$ cat config.mk
export PLATFORM = sky130hd
export DESIGN_NAME = wbs_sched
export DESIGN_NICKNAME = d
export VERILOG_FILES = /design/src/rtl/wbs_pkg.sv /design/src/rtl/wbs_pred_eval.sv /design/src/rtl/wbs_delay_line.sv /design/src/rtl/wbs_wr_merge.sv /design/src/rtl/wbs_sched.sv
export SDC_FILE = /design/constraint.sdc
export NUM_CORES = 1
export LEC_CHECK = 0
export BUFFER_PORTS_ARGS = -buffer_cell sky130_fd_sc_hd__buf_2
export CAP_MARGIN = 20
export CORE_MARGIN = 1
export CORE_UTILIZATION = 25
export DETAILED_ROUTE_END_ITERATION = 10
export GPL_TIMING_DRIVEN = 0
export PLACE_DENSITY_LB_ADDON = 0.3
export SLEW_MARGIN = 15
export SYNTH_ARGS = -nofsm -noshare
export SYNTH_HDL_FRONTEND = slang
export SYNTH_SLANG_ARGS = --single-unit
export TNS_END_PERCENT = 30
$ cat constraint.sdc
create_clock -name clk -period 2.2 [get_ports clk]
set_clock_uncertainty 0.15 [all_clocks]
set_input_delay 0.22 -clock clk [delete_from_list [all_inputs] [get_ports clk]]
set_output_delay 0.22 -clock clk [all_outputs]
set_load 0.02 [all_outputs]
$ cat src/rtl/wbs_pkg.sv
package wbs_pkg;

  typedef enum logic [1:0] {
    CLS_ALU    = 2'd0,
    CLS_MUL    = 2'd1,
    CLS_LOAD   = 2'd2,
    CLS_BRANCH = 2'd3
  } op_class_e;

  // classes that end in a register write, one port each
  localparam int unsigned NUM_WB_CLASSES = 3;

endpackage

$ cat src/rtl/wbs_pred_eval.sv
module wbs_pred_eval #(
  parameter int unsigned NUM_COND = 5,
  parameter int unsigned SEL_W    = 3
) (
  input  logic                pred_en,
  input  logic [SEL_W-1:0]    pred_sel,
  input  logic                pred_inv,
  input  logic [NUM_COND-1:0] cond_nz,
  output logic                go
);

  localparam logic [SEL_W-1:0] LAST_SEL = SEL_W'(NUM_COND - 1);

  always_comb begin
    if (!pred_en) begin
      go = 1'b1;
    end else if (pred_sel <= LAST_SEL) begin
      go = cond_nz[pred_sel] ^ pred_inv;
    end else begin
      go = 1'b0;
    end
  end

endmodule

$ cat src/rtl/wbs_delay_line.sv
module wbs_delay_line #(
  parameter int unsigned DEPTH = 2,
  parameter int unsigned WIDTH = 37
) (
  input  logic             clk,
  input  logic             rst_n,
  input  logic             in_vld,
  input  logic [WIDTH-1:0] in_data,
  output logic             out_vld,
  output logic [WIDTH-1:0] out_data
);

  logic [DEPTH-1:0] vld_q;
  logic [DEPTH-1:0] vld_d;
  logic [WIDTH-1:0] dat_q [DEPTH];
  logic [WIDTH-1:0] dat_d [DEPTH];

  // next state: the top stage takes the new entry, every other stage the one above
  for (genvar s = 0; s < DEPTH; s++) begin : g_stage
    if (s == DEPTH - 1) begin : g_top
      assign vld_d[s] = in_vld;
      assign dat_d[s] = in_data;
    end else begin : g_mid
      assign vld_d[s] = vld_q[s+1];
      assign dat_d[s] = dat_q[s+1];
    end
  end

  always_ff @(posedge clk or negedge rst_n) begin
    if (!rst_n) begin
      vld_q <= '0;
    end else begin
      vld_q <= vld_d;
    end
  end

  // payload has no reset, loaded only when a valid entry moves in
  always_ff @(posedge clk) begin
    for (int s = 0; s < int'(DEPTH); s++) begin
      if (vld_d[s]) begin
        dat_q[s] <= dat_d[s];
      end
    end
  end

  assign out_vld  = vld_q[0];
  assign out_data = dat_q[0];

  for (genvar s = 1; s < DEPTH; s++) begin : g_chk
    AST_LINE_ADVANCE: assert property (@(posedge clk) disable iff (!rst_n)
      vld_q[s] |=> vld_q[s-1]);
  end

endmodule

$ cat src/rtl/wbs_wr_merge.sv
module wbs_wr_merge #(
  parameter int unsigned PORTS = 3,
  parameter int unsigned REG_W = 5
) (
  input  logic                   clk,
  input  logic                   rst_n,
  input  logic [PORTS-1:0]       in_en,
  input  logic [PORTS*REG_W-1:0] in_dst,
  output logic [PORTS-1:0]       out_en
);

  logic [PORTS-1:0] shadow;

  // a port is shadowed when a lower (later-issued) port writes the same register
  always_comb begin
    for (int i = 0; i < int'(PORTS); i++) begin
      shadow[i] = 1'b0;
      for (int j = 0; j < i; j++) begin
        if (in_en[j] && (in_dst[j*REG_W +: REG_W] == in_dst[i*REG_W +: REG_W])) begin
          shadow[i] = 1'b1;
        end
      end
    end
  end

  assign out_en = in_en & ~shadow;

  for (genvar i = 0; i < PORTS; i++) begin : g_pi
    for (genvar j = i + 1; j < PORTS; j++) begin : g_pj
      AST_UNIQUE_DEST: assert property (@(posedge clk) disable iff (!rst_n)
        (out_en[i] && out_en[j]) |-> (in_dst[i*REG_W +: REG_W] != in_dst[j*REG_W +: REG_W]));
    end
  end

endmodule

$ cat src/rtl/wbs_sched.sv
module wbs_sched
  import wbs_pkg::*;
#(
  parameter int unsigned DATA_W       = 32,
  parameter int unsigned REG_W        = 5,
  parameter int unsigned NUM_COND     = 5,
  parameter int unsigned ALU_SLOTS    = 0,
  parameter int unsigned MUL_SLOTS    = 1,
  parameter int unsigned LOAD_SLOTS   = 4,
  parameter int unsigned BRANCH_SLOTS = 5,
  localparam int unsigned SEL_W       = $clog2(NUM_COND),
  localparam int unsigned WB_PORTS    = NUM_WB_CLASSES
) (
  input  logic                      clk,
  input  logic                      rst_n,
  input  logic                      iss_valid,
  input  logic [1:0]                iss_class,
  input  logic [REG_W-1:0]          iss_dst,
  input  logic [DATA_W-1:0]         iss_value,
  input  logic                      iss_pred_en,
  input  logic [SEL_W-1:0]          iss_pred_sel,
  input  logic                      iss_pred_inv,
  input  logic [NUM_COND-1:0]       cond_nz,
  output logic [WB_PORTS-1:0]       wr_en,
  output logic [WB_PORTS*REG_W-1:0] wr_dst,
  output logic [WB_PORTS*DATA_W-1:0] wr_data,
  output logic                      redir_valid,
  output logic [DATA_W-1:0]         redir_target
);

  localparam int unsigned ENTRY_W = REG_W + DATA_W;

  function automatic int unsigned slots_of(int unsigned idx);
    case (idx)
      0:       return ALU_SLOTS;
      1:       return MUL_SLOTS;
      default: return LOAD_SLOTS;
    endcase
  endfunction

  // reset: asserted at once, released on a clock edge
  logic [1:0] rst_pipe_q;
  logic       rst_q_n;

  always_ff @(posedge clk or negedge rst_n) begin
    if (!rst_n) begin
      rst_pipe_q <= '0;
    end else begin
      rst_pipe_q <= {rst_pipe_q[0], 1'b1};
    end
  end

  assign rst_q_n = rst_pipe_q[1];

  // predicate test at issue
  logic go;
  logic accept;

  wbs_pred_eval #(
    .NUM_COND (NUM_COND),
    .SEL_W    (SEL_W)
  ) u_pred (
    .pred_en  (iss_pred_en),
    .pred_sel (iss_pred_sel),
    .pred_inv (iss_pred_inv),
    .cond_nz  (cond_nz),
    .go       (go)
  );

  assign accept = iss_valid && go;

  // one delay line per writing class
  logic [WB_PORTS-1:0] raw_en;

  for (genvar g = 0; g < WB_PORTS; g++) begin : g_cls
    logic               line_in_vld;
    logic [ENTRY_W-1:0] line_out;

    assign line_in_vld = accept && (iss_class == 2'(g));

    wbs_delay_line #(
      .DEPTH (slots_of(g) + 1),
      .WIDTH (ENTRY_W)
    ) u_line (
      .clk      (clk),
      .rst_n    (rst_q_n),
      .in_vld   (line_in_vld),
      .in_data  ({iss_dst, iss_value}),
      .out_vld  (raw_en[g]),
      .out_data (line_out)
    );

    assign wr_dst[g*REG_W +: REG_W]    = line_out[ENTRY_W-1 -: REG_W];
    assign wr_data[g*DATA_W +: DATA_W] = line_out[DATA_W-1:0];
  end

  // branch target line
  logic br_in_vld;

  assign br_in_vld = accept && (iss_class == CLS_BRANCH);

  wbs_delay_line #(
    .DEPTH (BRANCH_SLOTS + 1),
    .WIDTH (DATA_W)
  ) u_br_line (
    .clk      (clk),
    .rst_n    (rst_q_n),
    .in_vld   (br_in_vld),
    .in_data  (iss_value),
    .out_vld  (redir_valid),
    .out_data (redir_target)
  );

  // same-register collisions: the later issue wins
  wbs_wr_merge #(
    .PORTS (WB_PORTS),
    .REG_W (REG_W)
  ) u_merge (
    .clk    (clk),
    .rst_n  (rst_q_n),
    .in_en  (raw_en),
    .in_dst (wr_dst),
    .out_en (wr_en)
  );

  AST_ALU_NEXT: assert property (@(posedge clk) disable iff (!rst_q_n)
    $past(rst_q_n && iss_valid && go && (iss_class == CLS_ALU)) |->
      (wr_en[0] && (wr_data[DATA_W-1:0] == $past(iss_value))
                && (wr_dst[REG_W-1:0] == $past(iss_dst))));

  AST_SQUASH_QUIET: assert property (@(posedge clk) disable iff (!rst_q_n)
    $past(rst_q_n && iss_valid && !go && (iss_class == CLS_ALU)) |-> !wr_en[0]);

endmodule

==> metrics.md <==
| Metric | Value |
|---|---|
| Compound-Gate Fraction of Synth Area | less than 1% |
| Simple-gate portion of the synthesized area | less than 1% |
| GRT Residual Overflow | 0 |
| N_diodes | 0 |
| CP required | approximately 1800 ps |
| Tot Pwr | a little over 20,000 uW |
| Mapped Nets | roughly 600 |
| Yosys warning total | 0 |
| Clock Latency Late Sink | roughly 580 ps |
| Initial DRC count | around 300 |
| Largest net degree at the start of global routing | 39 |
| Dpl ws | -520 ps |
| Setup TNS | 0 ps |
| Largest family of logic cells by synthesized area | XOR/XNOR gates |
| WP data arrival | roughly 1800 ps |
| Crit path kind | reg -> out |
| Critical path's largest stage delay | about 440 ps |
| Port buffer count | a little under 200 |
| Achievable frequency | 457 MHz |
| Worst min path class | reg -> async |
| Routability Congestion | a little over 0.7 |
| Initial DRT Pass Iterations | 4 |
| Drt via density | 3.71 |
| Slowest cell on crit path | edfxtp_1 |
| CTS tree | yes |
| Tmin final | 2190 ps |
| Synthesized instance count | 546 |
| Post-Syn Area | between 15,000 and 20,000 um^2 |
| Fillers | approximately 5,700 |
| Reg2Reg Depth | 0 |
| Share of layout cells above drive strength 1 | about a third |
| Vias in the first global route | 6,730 |
| Routed WL | between 20,000 and 30,000 um |
| CTS Sinks | a little over 500 |
| CTS Root Cell | clkbuf_16 |
| Worst vdd rail ir drop | roughly 0.00052 V |
| Flops & latches, synth | a little over 500 |
| Io pins | ~200 |
| Status | finished clean |
| Yosys cell types | 20 |
| Area of the multi-input gates | roughly 370 um^2 |
| Period utilization | 99.4% |
| MaxCap Viol Count | 0 |
| Fraction of synthesized area in multiplexers | 0.260% |
| Reg clk slew, reported paths | approximately 60 ps |
| Critical Path Fanout Max | 3 |
| Crit path launch type | register |
| Fin. max-slew vios | 0 |
| Post-route cell area | a little under 20,000 um^2 |
| CTS H-Tree Depth | 2 |
| Buf/Inv on CP | 1 |
| Die height | between 200 and 300 um |
| Post-route ant nets | 0 |
| Initial Utilization | 25.4% |
| Cells after DPL | 1,545 |
| Pwr dens | roughly 1000 nW/um^2 |
| Adder-cell share of the synthesized area | 0% |
| Crit path capture type | output pin |
| Layout Area Growth over Synthesis | 29.2% |
| Die area | ~63,000 um^2 |
| FF/Latch Area | roughly 15,000 um^2 |
| Worst-margin pin slew | ~760 ps |
| Final Hold Vio Count | 0 |
| XOR/XNOR share of the synthesized area | less than 1% |
| Post-synthesis sequential area ratio | ~98% |
| Final setup viols | 0 |
| Antenna violations before repair | 3 |
| Dpl hpwl | approximately 19,000 um |
| R2r setup slk | between 700 and 800 ps |
| Slew Limit Headroom | between 40% and 50% |
| Row count | 90 |
| Overall Global Routing Usage | a little under a tenth |
| Placed Area | between 15,000 and 20,000 um^2 |
| Setup ws final | around 13 ps |
| DRC violations left | 0 |
| P_leak | just under 0.007 uW |
| RSZ-0062 raised after global routing | true |
| Vias | about 6,300 |
| CP Cell Sequence | xor2_1, nor4_2, a31oi_1, buf_2 |
| Maximum clock path buffer count | 3 |
| Core area | 60,600 um^2 |
| Reg2Reg Launch Point | g_cls[1].u_line.vld_q[1] |
| Mean post-synth cell area | roughly 28 um^2 |
| Die Wd | ~250 um |
| Global-route wire length before repair | between 40,000 and 50,000 um |
| Nets | between 900 and 1,000 |
| Top delay family on crit path | flip-flops |
| Wirelength per Cell | 17.3 um |
| R2R Path End | g_cls[1].u_line.dat_q[0][18] |
| CTS Buf Count | 54 |
| Finished Layout Cells | 1,685 |
[cell type report]
cell class	instances	share of cell area (%)
Multi-Input combinational cell	40	1.86
Clock inverter	32	1.38
Timing Repair Buffer	259	8.89
Sequential cell	504	75.9
Inverter	1	0.0189
Tap cell	782	4.93
Buffer	1	0.0378
Clock buffer	66	7.03
[metrics by stage]
stage | hold WS (ps) | utilization (%)
after global routing | 138 | 32.8
after detailed placement | -139 | 29.3
after CTS | 115 | 32.8
after floorplan | -226 | -
after global placement | -142 | 28.7
final | 95.7 | 32.8
[state kept, by name (all words and copies together), names as in the netlist]
name	count
u_br_line.dat_q	192
rst_pipe_q	2
g_cls.u_line.out_vld	1
u_br_line.vld_q	6
g_cls.u_line.vld_q	7
g_cls.u_line.dat_q	296
[cells by family (layout without fill, tap and decap cells)]
group,count (synthesis),in the layout
AOI/OAI and AO/OA,5,5
xor gates and xnor gates,16,16
buffers and inverters,2,359
DFF,504,504
muxes,4,4
other,1,1
and+or+nand+nor,14,14
[timing repair]
action,4_1_cts,5_1_grt
hold endpoints to repair,165,0
pin swaps,2,2
setup endpoints to repair,2,2
gates resized for setup,2,0
hold buffers,41,0
buffers inserted,1,0
[power by group]
part	switching [uW]	internal (uW)
logic	359	212
clock network	3610	4890
registers	169	10900
total	4140	16000
[how the worst max path moves through the flow]
stage	end	slack [ps]	cells past startpoint	from
after detailed placement	g_cls[2].u_line.dat_q[0][160]	-520	7	iss_pred_sel[0]
after global routing	wr_en[1]	-100	4	g_cls[0].u_line.dat_q[0][34]
after floorplan	g_cls[1].u_line.dat_q[0][37]	-340	4	iss_pred_sel[0]
after CTS	wr_en[1]	-20	4	g_cls[0].u_line.dat_q[0][34]
after global placement	g_cls[1].u_line.dat_q[0][61]	-1720	5	iss_pred_sel[0]
final	wr_en[1]	10	4	g_cls[0].u_line.dat_q[0][34]
[routing by layer]
| metal | wire length (um) | up-vias | GRT usage [%] | part of all wire (%) |
|---|---|---|---|---|
| met5 | 13 | - | 0 | 0.045 |
| met4 | 632 | 2 | 3.14 | 2.2 |
| met3 | 1880 | 53 | 3.16 | 6.5 |
| met2 | 14100 | 175 | 15.4 | 48 |
| met1 | 12500 | 3165 | 11.3 | 43 |
| li1 | - | 2859 | - | - |
[cells in the mapped netlist, drive strengths merged]
library cell	n	area (um^2)
a31oi	2	12.5
a41oi	1	16.3
and3b	1	8.76
buf	1	7.51
conb	1	3.75
dfrtp	16	400
edfxtp	488	14700
inv	1	3.75
mux2i	4	40.0
nand2	2	7.51
nand4	1	6.26
nor2	1	3.75
nor2b	1	6.26
nor3	2	10.0
nor3b	4	30.0
nor4	2	12.5
o21ai	1	5.00
o31ai	1	12.5
xnor2	8	70.1
xor2	8	70.1
[cells in the final DEF, fill, tap and decap left out, types with 2 or more instances in the layout]
master and instances:
edfxtp_1 488, buf_2 198, clkbuf_16 54, dlygate4sd3_1 41, clkinv_2 12, clkbuf_1 12
dfrtp_2 9, buf_8 9, xor2_1 8, xnor2_1 7, buf_12 7, clkinv_1 6
dfrtp_1 6, mux2i_1 4, clkinvlp_4 4, inv_6 3, bufinv_16 3, buf_16 3
a31oi_1 2, nand2_1 2, nor3b_1 2, nor3b_4 2, buf_4 2, clkinv_4 2
Power figures use the tool's default switching activity.
